### src/rtl/cvi_pkg.sv
package cvi_pkg;
  typedef struct packed {
    logic writeRow;
    logic clearState;
    logic initiate;
  } cviStrobe_t;
endpackage

### src/rtl/cvi_ctrl.sv
module cvi_ctrl
  import cvi_pkg::*;
(
  input  logic       req,
  input  logic       tblWe,
  input  logic       stateBit0,
  output logic       accept,
  output cviStrobe_t strobe
);
  always_comb begin
    strobe.writeRow   = tblWe;
    strobe.clearState = tblWe;
    strobe.initiate   = req && !tblWe && !stateBit0;
    accept            = strobe.initiate;
  end
endmodule

### src/rtl/cvi_dpath.sv
module cvi_dpath
  import cvi_pkg::*;
#(
  parameter int NUM_STAGES = 3,
  parameter int NUM_SLOTS  = 6,
  parameter int CNT_W      = 8,
  localparam int ROW_W     = (NUM_STAGES > 1) ? $clog2(NUM_STAGES) : 1
)(
  input  logic                 clk,
  input  logic                 rstN,
  input  cviStrobe_t           strobe,
  input  logic [ROW_W-1:0]     tblRow,
  input  logic [NUM_SLOTS-1:0] tblData,
  output logic [NUM_SLOTS-1:0] colState,
  output logic [NUM_SLOTS-1:0] colVector,
  output logic [CNT_W-1:0]     latency
);
  localparam logic [CNT_W-1:0] LAT_MAX = {CNT_W{1'b1}};

  logic [NUM_SLOTS-1:0] rowMem [NUM_STAGES];
  logic [NUM_SLOTS-1:0] stateQ;
  logic [CNT_W-1:0]     latQ;

  // Table storage, one row per stage
  always_ff @(posedge clk or negedge rstN) begin
    if (!rstN) begin
      for (int r = 0; r < NUM_STAGES; r++) rowMem[r] <= '0;
    end else if (strobe.writeRow && (int'(tblRow) < NUM_STAGES)) begin
      rowMem[tblRow] <= tblData;
    end
  end

  // Forbidden latency d: some row busy at slots i and i+d
  assign colVector[0] = 1'b1;
  for (genvar d = 1; d < NUM_SLOTS; d++) begin : g_dist
    logic pairHit;
    always_comb begin
      pairHit = 1'b0;
      for (int r = 0; r < NUM_STAGES; r++)
        for (int i = 0; i + d < NUM_SLOTS; i++)
          pairHit = pairHit | (rowMem[r][i] & rowMem[r][i+d]);
    end
    assign colVector[d] = pairHit;
  end

  // Collision state: merge on start, then advance one slot
  always_ff @(posedge clk or negedge rstN) begin
    if (!rstN)                  stateQ <= '0;
    else if (strobe.clearState) stateQ <= '0;
    else if (strobe.initiate)   stateQ <= (stateQ | colVector) >> 1;
    else                        stateQ <= stateQ >> 1;
  end

  // Cycles since last start
  always_ff @(posedge clk or negedge rstN) begin
    if (!rstN)                  latQ <= '0;
    else if (strobe.clearState) latQ <= '0;
    else if (strobe.initiate)   latQ <= CNT_W'(1);
    else if (latQ != LAT_MAX)   latQ <= latQ + CNT_W'(1);
  end

  assign colState = stateQ;
  assign latency  = latQ;
endmodule

### src/rtl/coll_vec_initiator.sv
module coll_vec_initiator
  import cvi_pkg::*;
#(
  parameter int NUM_STAGES = 3,
  parameter int NUM_SLOTS  = 6,
  parameter int CNT_W      = 8,
  localparam int ROW_W     = (NUM_STAGES > 1) ? $clog2(NUM_STAGES) : 1
)(
  input  logic                 clk,
  input  logic                 rstN,
  input  logic                 tblWe,
  input  logic [ROW_W-1:0]     tblRow,
  input  logic [NUM_SLOTS-1:0] tblData,
  input  logic                 req,
  output logic                 accept,
  output logic [NUM_SLOTS-1:0] colState,
  output logic [NUM_SLOTS-1:0] colVector,
  output logic [CNT_W-1:0]     latency
);
  cviStrobe_t strobe;

  cvi_ctrl u_ctrl (
    .req       (req),
    .tblWe     (tblWe),
    .stateBit0 (colState[0]),
    .accept    (accept),
    .strobe    (strobe)
  );

  cvi_dpath #(
    .NUM_STAGES (NUM_STAGES),
    .NUM_SLOTS  (NUM_SLOTS),
    .CNT_W      (CNT_W)
  ) u_dpath (
    .clk       (clk),
    .rstN      (rstN),
    .strobe    (strobe),
    .tblRow    (tblRow),
    .tblData   (tblData),
    .colState  (colState),
    .colVector (colVector),
    .latency   (latency)
  );
endmodule

### config.mk
export PLATFORM = sky130hd
export DESIGN_NAME = coll_vec_initiator
export DESIGN_NICKNAME = d
export VERILOG_FILES = /design/src/rtl/cvi_pkg.sv /design/src/rtl/cvi_ctrl.sv /design/src/rtl/cvi_dpath.sv /design/src/rtl/coll_vec_initiator.sv
export SDC_FILE = /design/constraint.sdc
export NUM_CORES = 1
export LEC_CHECK = 0
export BUFFER_PORTS_ARGS = -buffer_cell sky130_fd_sc_hd__buf_2
export CORE_MARGIN = 4
export CORE_UTILIZATION = 53
export DETAILED_ROUTE_END_ITERATION = 8
export PLACE_DENSITY = 0.81
export SLEW_MARGIN = 40
export SYNTH_ARGS = -nofsm -noshare
export SYNTH_HDL_FRONTEND = slang
export SYNTH_SLANG_ARGS = --single-unit
### constraint.sdc
create_clock -name clk -period 1.8 [get_ports clk]
set_input_delay 0.36 -clock clk [delete_from_list [all_inputs] [get_ports clk]]
set_output_delay 0.36 -clock clk [all_outputs]
set_load 0.05 [all_outputs]
==> run_results.csv, run 1 <==
group,metric,value,unit
status,status,"finished with violations",
status,violations,"negative setup slack",
routing,vias,1272,
synth,synth_area_leader_cell,"dfrtp_1",
synth,synth.avg_cell_area,11.4,sq um
global_route,grtUsageMet3,6.82,%
global_route,antenna_found_initial,0,
power_and_ir_drop,seqPwrFrac,43.0,%
setup_path,path_delay_family,"flip-flops",
power_and_ir_drop,vdd_drop_max,0.974,mV
synth,synth_cell_type_count,35,
timing,finalCriticalPeriod,1.97,ns
timing,whs,0.0543,ns
layout,layout_common_cells,"dfrtp_1, buf_2, mux2_2",
die,die-area,3840,sq um
global_route,grt_most_used_layer,"met2",
timing,rsz0062_at_grt,"yes",
clocking,clock_insertion_delay_worst_skew,0.33,ns
clocking,htreeDepth,2,
place,io_buffers,30,
die,die_h,61.9,microns
power_and_ir_drop,power_density,1160,nW/um^2
setup_path,cpPeakStageDelay,0.42,ns
clocking,holdBufCountCts,0,
layout,post_route_cells_drive_above_1_share,45.6,%
synth,synth_nets,148,
synth,yosys_most_used_dff,"dfrtp_1",
setup_path,cp_cell_sequence,"a222oi_1 > nand4_1 > buf_6",
die,start_util,55.9,%
layout,syn_to_final_growth,21.0,%
routing,drc,0,
clocking,numCtsBuffers,5,
timing,clock_skew,0.0141,ns
timing,setup_tns,-0.498,ns
die,row_count,19,
synth,ys_seq_area_share,50.3,%
clocking,cts.sinks,31,
power_and_ir_drop,p_int,1400,uW
timing,hold_viol,0,
hold_path,min_path_type,"input port to asynchronous set/reset pin",
die,core,2760,sq um
layout,final_area,1870,sq um
power_and_ir_drop,p_leak,0.000856,uW
synth,synthArstFlopShare,100,%
die,pin_count,33,
setup_path,worstPathMaxFanout,4,
place,dp_hpwl,2.51,mm
routing,vias_per_cell,6.36,
routing,ant_nets,0,
global_route,grt_max_degree,32,
timing,worstMarginPinSlew,0.671,ns
setup_path,worst_ep_arrival_time,1.61,ns
layout,nFillCells,198,
routing,drtPass1Iterations,5,
layout,final_core_util,67.6,%
synth,synth_top_cell_area_share,50.3,%
clocking,clk_pin_slew,0.10,ns
global_route,grt_overflow,0,
power_and_ir_drop,swShare,35.1,%
setup_path,worstSetupPathDepth,3,
synth,netlist_area,1540,sq um
synth,yosys_register_bits,31,
power_and_ir_drop,p_sw,758,uW
clocking,clk_path_buf_depth,2,
place,placed_area,1660,sq um
routing,routed_wl,3.55,mm
power_and_ir_drop,power.total,2160,uW
power_and_ir_drop,p_comb_share,30.9,%
routing,drt_iter0_markers,109,
place,gp_congestion,1.07,
clocking,cts_tree,"done",
job,maxCapViolCount,0,
setup_path,crit_type,"flop to primary output",
synth,yosys-top-cells-area,"dfrtp_1, mux2_2, o21ai_0",
setup_path,critPathSlowestCell,"dfrtp_1",
timing,drv_slew,0,
global_route,met2_usage,30.0,%
die,die_w,61.9,microns
global_route,grt_pass1_wl,5.74,mm
setup_path,start_kind,"flop",
global_route,grt_pass1_vias,1163,
setup_path,cp.required,1.44,ns
synth,synth-edff-count,0,
clocking,clockRootBuffer,"clkbuf_4",
setup_path,cp-end-kind,"primary output",
global_route,use_met1,28.2,%
setup_path,r2r_cells,5,
synth,syn_inst,135,
power_and_ir_drop,p_clk_share,26.1,%
timing,clock.fmax,506,MHz
timing,setup_slack,-0.175,ns
timing,setup_viol,5,
layout,diodes,0,
setup_path,path_buf_inv,1,
timing,slew_headroom,55.3,%
routing,post_drt_wl_per_cell,17.7,microns
global_route,grt_use_total,21.2,%
timing,fin_crit_sh,110,%
synth,yosysWarnings,0,
layout,final_common_cell,"dfrtp_1",
layout,layout.nets,181,
-- cell usage after synthesis (all sizes together), types with 2 or more instances --
library cell,number
nor2,5
nand3b,2
a21oi,3
mux2,18
inv,2
and4,2
nand4,2
a22oi,4
conb,2
a222oi,3
dfrtp,31
nand3,4
a22o,4
nand2,5
buf,10
nor3,4
o21ai,16
and3,3
a31oi,4
-- power by group through the flow --
stage               sequential [uW]  clock, uW  combinational, uW
finish                          929        563                667
global route                    942        615                711
CTS                             912        581                607
detailed placement              934          0                535
global placement                921          0                518
floorplan                       962          0                390
-- metal layers --
metal	routed length, microns	vias up	share of wire, %
met4	103	0	2.9
li1	-	574	-
met3	353	12	9.9
met1	1390	609	39
met5	0	-	0
met2	1710	77	48
-- final timing paths --
check                                     from                  end  slack (ns)
max                         u_dpath.rowMem[11]         colVector[1]       -0.17
min                                       rstN  u_dpath.colState[3]        0.05
max reg2reg                 u_dpath.latency[0]   u_dpath.latency[0]        0.15
min reg2reg                u_dpath.colState[4]  u_dpath.colState[3]        0.51
max in group asynchronous                 rstN    u_dpath.rowMem[4]        1.26
min in group clk                    tblData[0]    u_dpath.rowMem[0]        0.28
-- stage by stage --
step	setup slack [ns]	cells
after floorplan	0.0299	135
after global routing	-0.242	200
final	-0.175	200
after detailed placement	0.149	186
after global placement	0.235	186
after CTS	-0.174	198
-- logic make-up (layout without fill, tap and decap cells) --
group / Yosys count / in the layout / synth area share (%)
AOI/OAI and AO/OA: 37 / 37 / 15.5
and+or+nand+nor: 31 / 31 / 12.0
buffers and inverters: 12 / 46 / 5.44
xor gates and xnor gates: 2 / 2 / 1.62
adders and majority gates: 1 / 1 / 0.812
muxes: 19 / 19 / 13.8
other: 2 / 2 / 0.487
DFF: 31 / 31 / 50.3
-- flip-flops by register name, summed over array words and instances (netlist names) --
| register | flops |
|---|---|
| u_dpath.rowMem | 18 |
| u_dpath.latency | 8 |
| u_dpath.colState | 5 |
-- cell type report --
class | instances | area [sq um] | share of cell area [%]
Inverter | 2 | 7.51 | 0.402
Clock buffer | 6 | 51.3 | 2.75
Timing Repair Buffer | 36 | 240 | 12.9
Sequential cell | 31 | 782 | 41.9
Clock inverter | 2 | 35.0 | 1.88
Tap cell | 31 | 38.8 | 2.08
Multi-Input combinational cell | 92 | 711 | 38.1
-- repair_timing --
action                     in CTS  in global routing
resized for setup              13                 14
pin swaps                       4                  3
setup buffers                   4                  2
setup endpoints to repair       5                  6
(Power assumes the default switching activity.)
==> run 2, diff against run 1 <==
Settings changed: RECOVER_POWER from default to 100.
==> run_results.csv, run 2 (synthesis gave the netlist of run 1 again) <==
group,metric,value,unit
global_route,grt_max_degree,32,
layout,layout.nets,181,
routing,drc,0,
timing,finalCriticalPeriod,1.98,ns
power_and_ir_drop,swShare,35.1,%
power_and_ir_drop,power_density,1170,nW/um^2
power_and_ir_drop,p_sw,754,uW
clocking,cts_tree,"done",
die,pin_count,33,
die,row_count,19,
layout,final_cells,200,
timing,setup_slack,-0.177,ns
timing,rsz0062_at_grt,"yes",
setup_path,start_kind,"flop",
timing,clock.fmax,506,MHz
place,pre_cts_ws,0.149,ns
die,core,2760,sq um
timing,fin_crit_sh,110,%
place,io_buffers,30,
setup_path,worst_ep_arrival_time,1.62,ns
timing,setup_viol,5,
status,status,"finished with violations",
power_and_ir_drop,p_clk_share,26.2,%
routing,routed_wl,3.57,mm
routing,drtPass1Iterations,4,
layout,final_common_cell,"dfrtp_1",
clocking,cts.sinks,31,
layout,syn_to_final_growth,19.0,%
clocking,clk_path_buf_depth,2,
setup_path,cp.required,1.44,ns
routing,vias,1271,
setup_path,path_delay_family,"flip-flops",
timing,slew_headroom,-7.66,%
power_and_ir_drop,p_comb_share,30.5,%
job,maxCapViolCount,1,
clocking,clock_insertion_delay_worst_skew,0.33,ns
setup_path,worstPathMaxFanout,4,
timing,hold_viol,0,
hold_path,min_path_type,"input port to flop",
layout,nFillCells,211,
timing,drv_slew,32,
die,die_h,61.9,microns
layout,diodes,0,
place,dp_hpwl,2.51,mm
global_route,grt_pass1_vias,1163,
layout,layout_common_cells,"dfrtp_1, mux2_2, o21ai_0",
timing,clock_skew,0.0103,ns
place,gp_congestion,1.07,
clocking,clockRootBuffer,"clkbuf_4",
setup_path,cp_cell_sequence,"a222oi_1 > nand4_1 > buf_6",
setup_path,crit_type,"flop to primary output",
die,start_util,55.9,%
routing,drt_iter0_markers,135,
global_route,grt_overflow,0,
global_route,grt_pass1_wl,5.74,mm
place,placedCellCount,186,
clocking,clk_pin_slew,0.10,ns
setup_path,critPathSlowestCell,"dfrtp_1",
routing,vias_per_cell,6.36,
setup_path,cp-end-kind,"primary output",
timing,whs,0.281,ns
routing,ant_nets,0,
layout,regMostFlops,"u_dpath.rowMem",
power_and_ir_drop,vdd_drop_max,0.966,mV
clocking,numCtsBuffers,5,
die,die_w,61.9,microns
die,die-area,3840,sq um
clocking,htreeDepth,2,
setup_path,path_buf_inv,1,
layout,largest_reg_flops,18,
status,violations,"max-capacitance violations, max-slew violations, negative setup slack",
layout,post_route_cells_drive_above_1_share,37.3,%
global_route,grt_use_total,21.2,%
power_and_ir_drop,seqPwrFrac,43.2,%
power_and_ir_drop,p_int,1390,uW
routing,post_drt_wl_per_cell,17.8,microns
setup_path,cpPeakStageDelay,0.42,ns
power_and_ir_drop,p_leak,0.000813,uW
timing,worstMarginPinSlew,1.61,ns
global_route,antenna_found_initial,0,
run 2: metal layers:
layer  vias up  part of all wire [%]  global-route usage [%]
met5         -                     0                       0
met4         0                   3.5                    12.4
met3        15                    10                    6.82
met2        70                    47                    30.0
met1       614                    39                    28.2
li1        572                     -                       -
run 2: area by class of cell:
cell class / count / area (sq um) / area share, %
Clock buffer: 6 / 51.3 / 2.80
Clock inverter: 2 / 35.0 / 1.91
Inverter: 2 / 7.51 / 0.409
Multi-Input combinational cell: 92 / 694 / 37.9
Sequential cell: 31 / 779 / 42.5
Tap cell: 31 / 38.8 / 2.11
Timing Repair Buffer: 36 / 228 / 12.4
run 2: power groups by stage:
stage	clock network (uW)	logic [uW]	registers (uW)
after floorplan	0	390	962
after global placement	0	518	921
after detailed placement	0	535	934
after CTS	581	607	912
after global routing	615	697	942
final	563	655	927
run 2: final timing paths:
path	startpoint	endpoint	slack (ns)	cells past startpoint
min	tblData[0]	u_dpath.rowMem[0]	0.28	2
max	u_dpath.rowMem[11]	colVector[1]	-0.18	3
min reg2reg	u_dpath.colState[2]	u_dpath.colState[1]	0.52	1
min in group asynchronous	rstN	u_dpath.latency[4]	0.42	1
max in group asynchronous	rstN	u_dpath.rowMem[4]	0.32	1
max reg2reg	u_dpath.latency[0]	u_dpath.latency[0]	0.05	5
run 2: metrics by stage:
| step | TNS [ns] | instance area [sq um] | power (uW) | util [%] |
|---|---|---|---|---|
| floorplan | 0 | 1540 | 1350 | - |
| global placement | 0 | 1660 | 1440 | 60.1 |
| detailed placement | 0 | 1660 | 1470 | 60.1 |
| CTS | -0.401 | 1810 | 2100 | 65.5 |
| global route | -1.07 | 1830 | 2250 | 66.5 |
| finish | -0.558 | 1830 | 2140 | 66.5 |
run 2: timing repair:
item	CTS	global route
buffers inserted	4	2
hold buffers	0	0
pin swaps	4	3
resized for setup	13	14
setup endpoints to repair	5	6
cloned	0	0
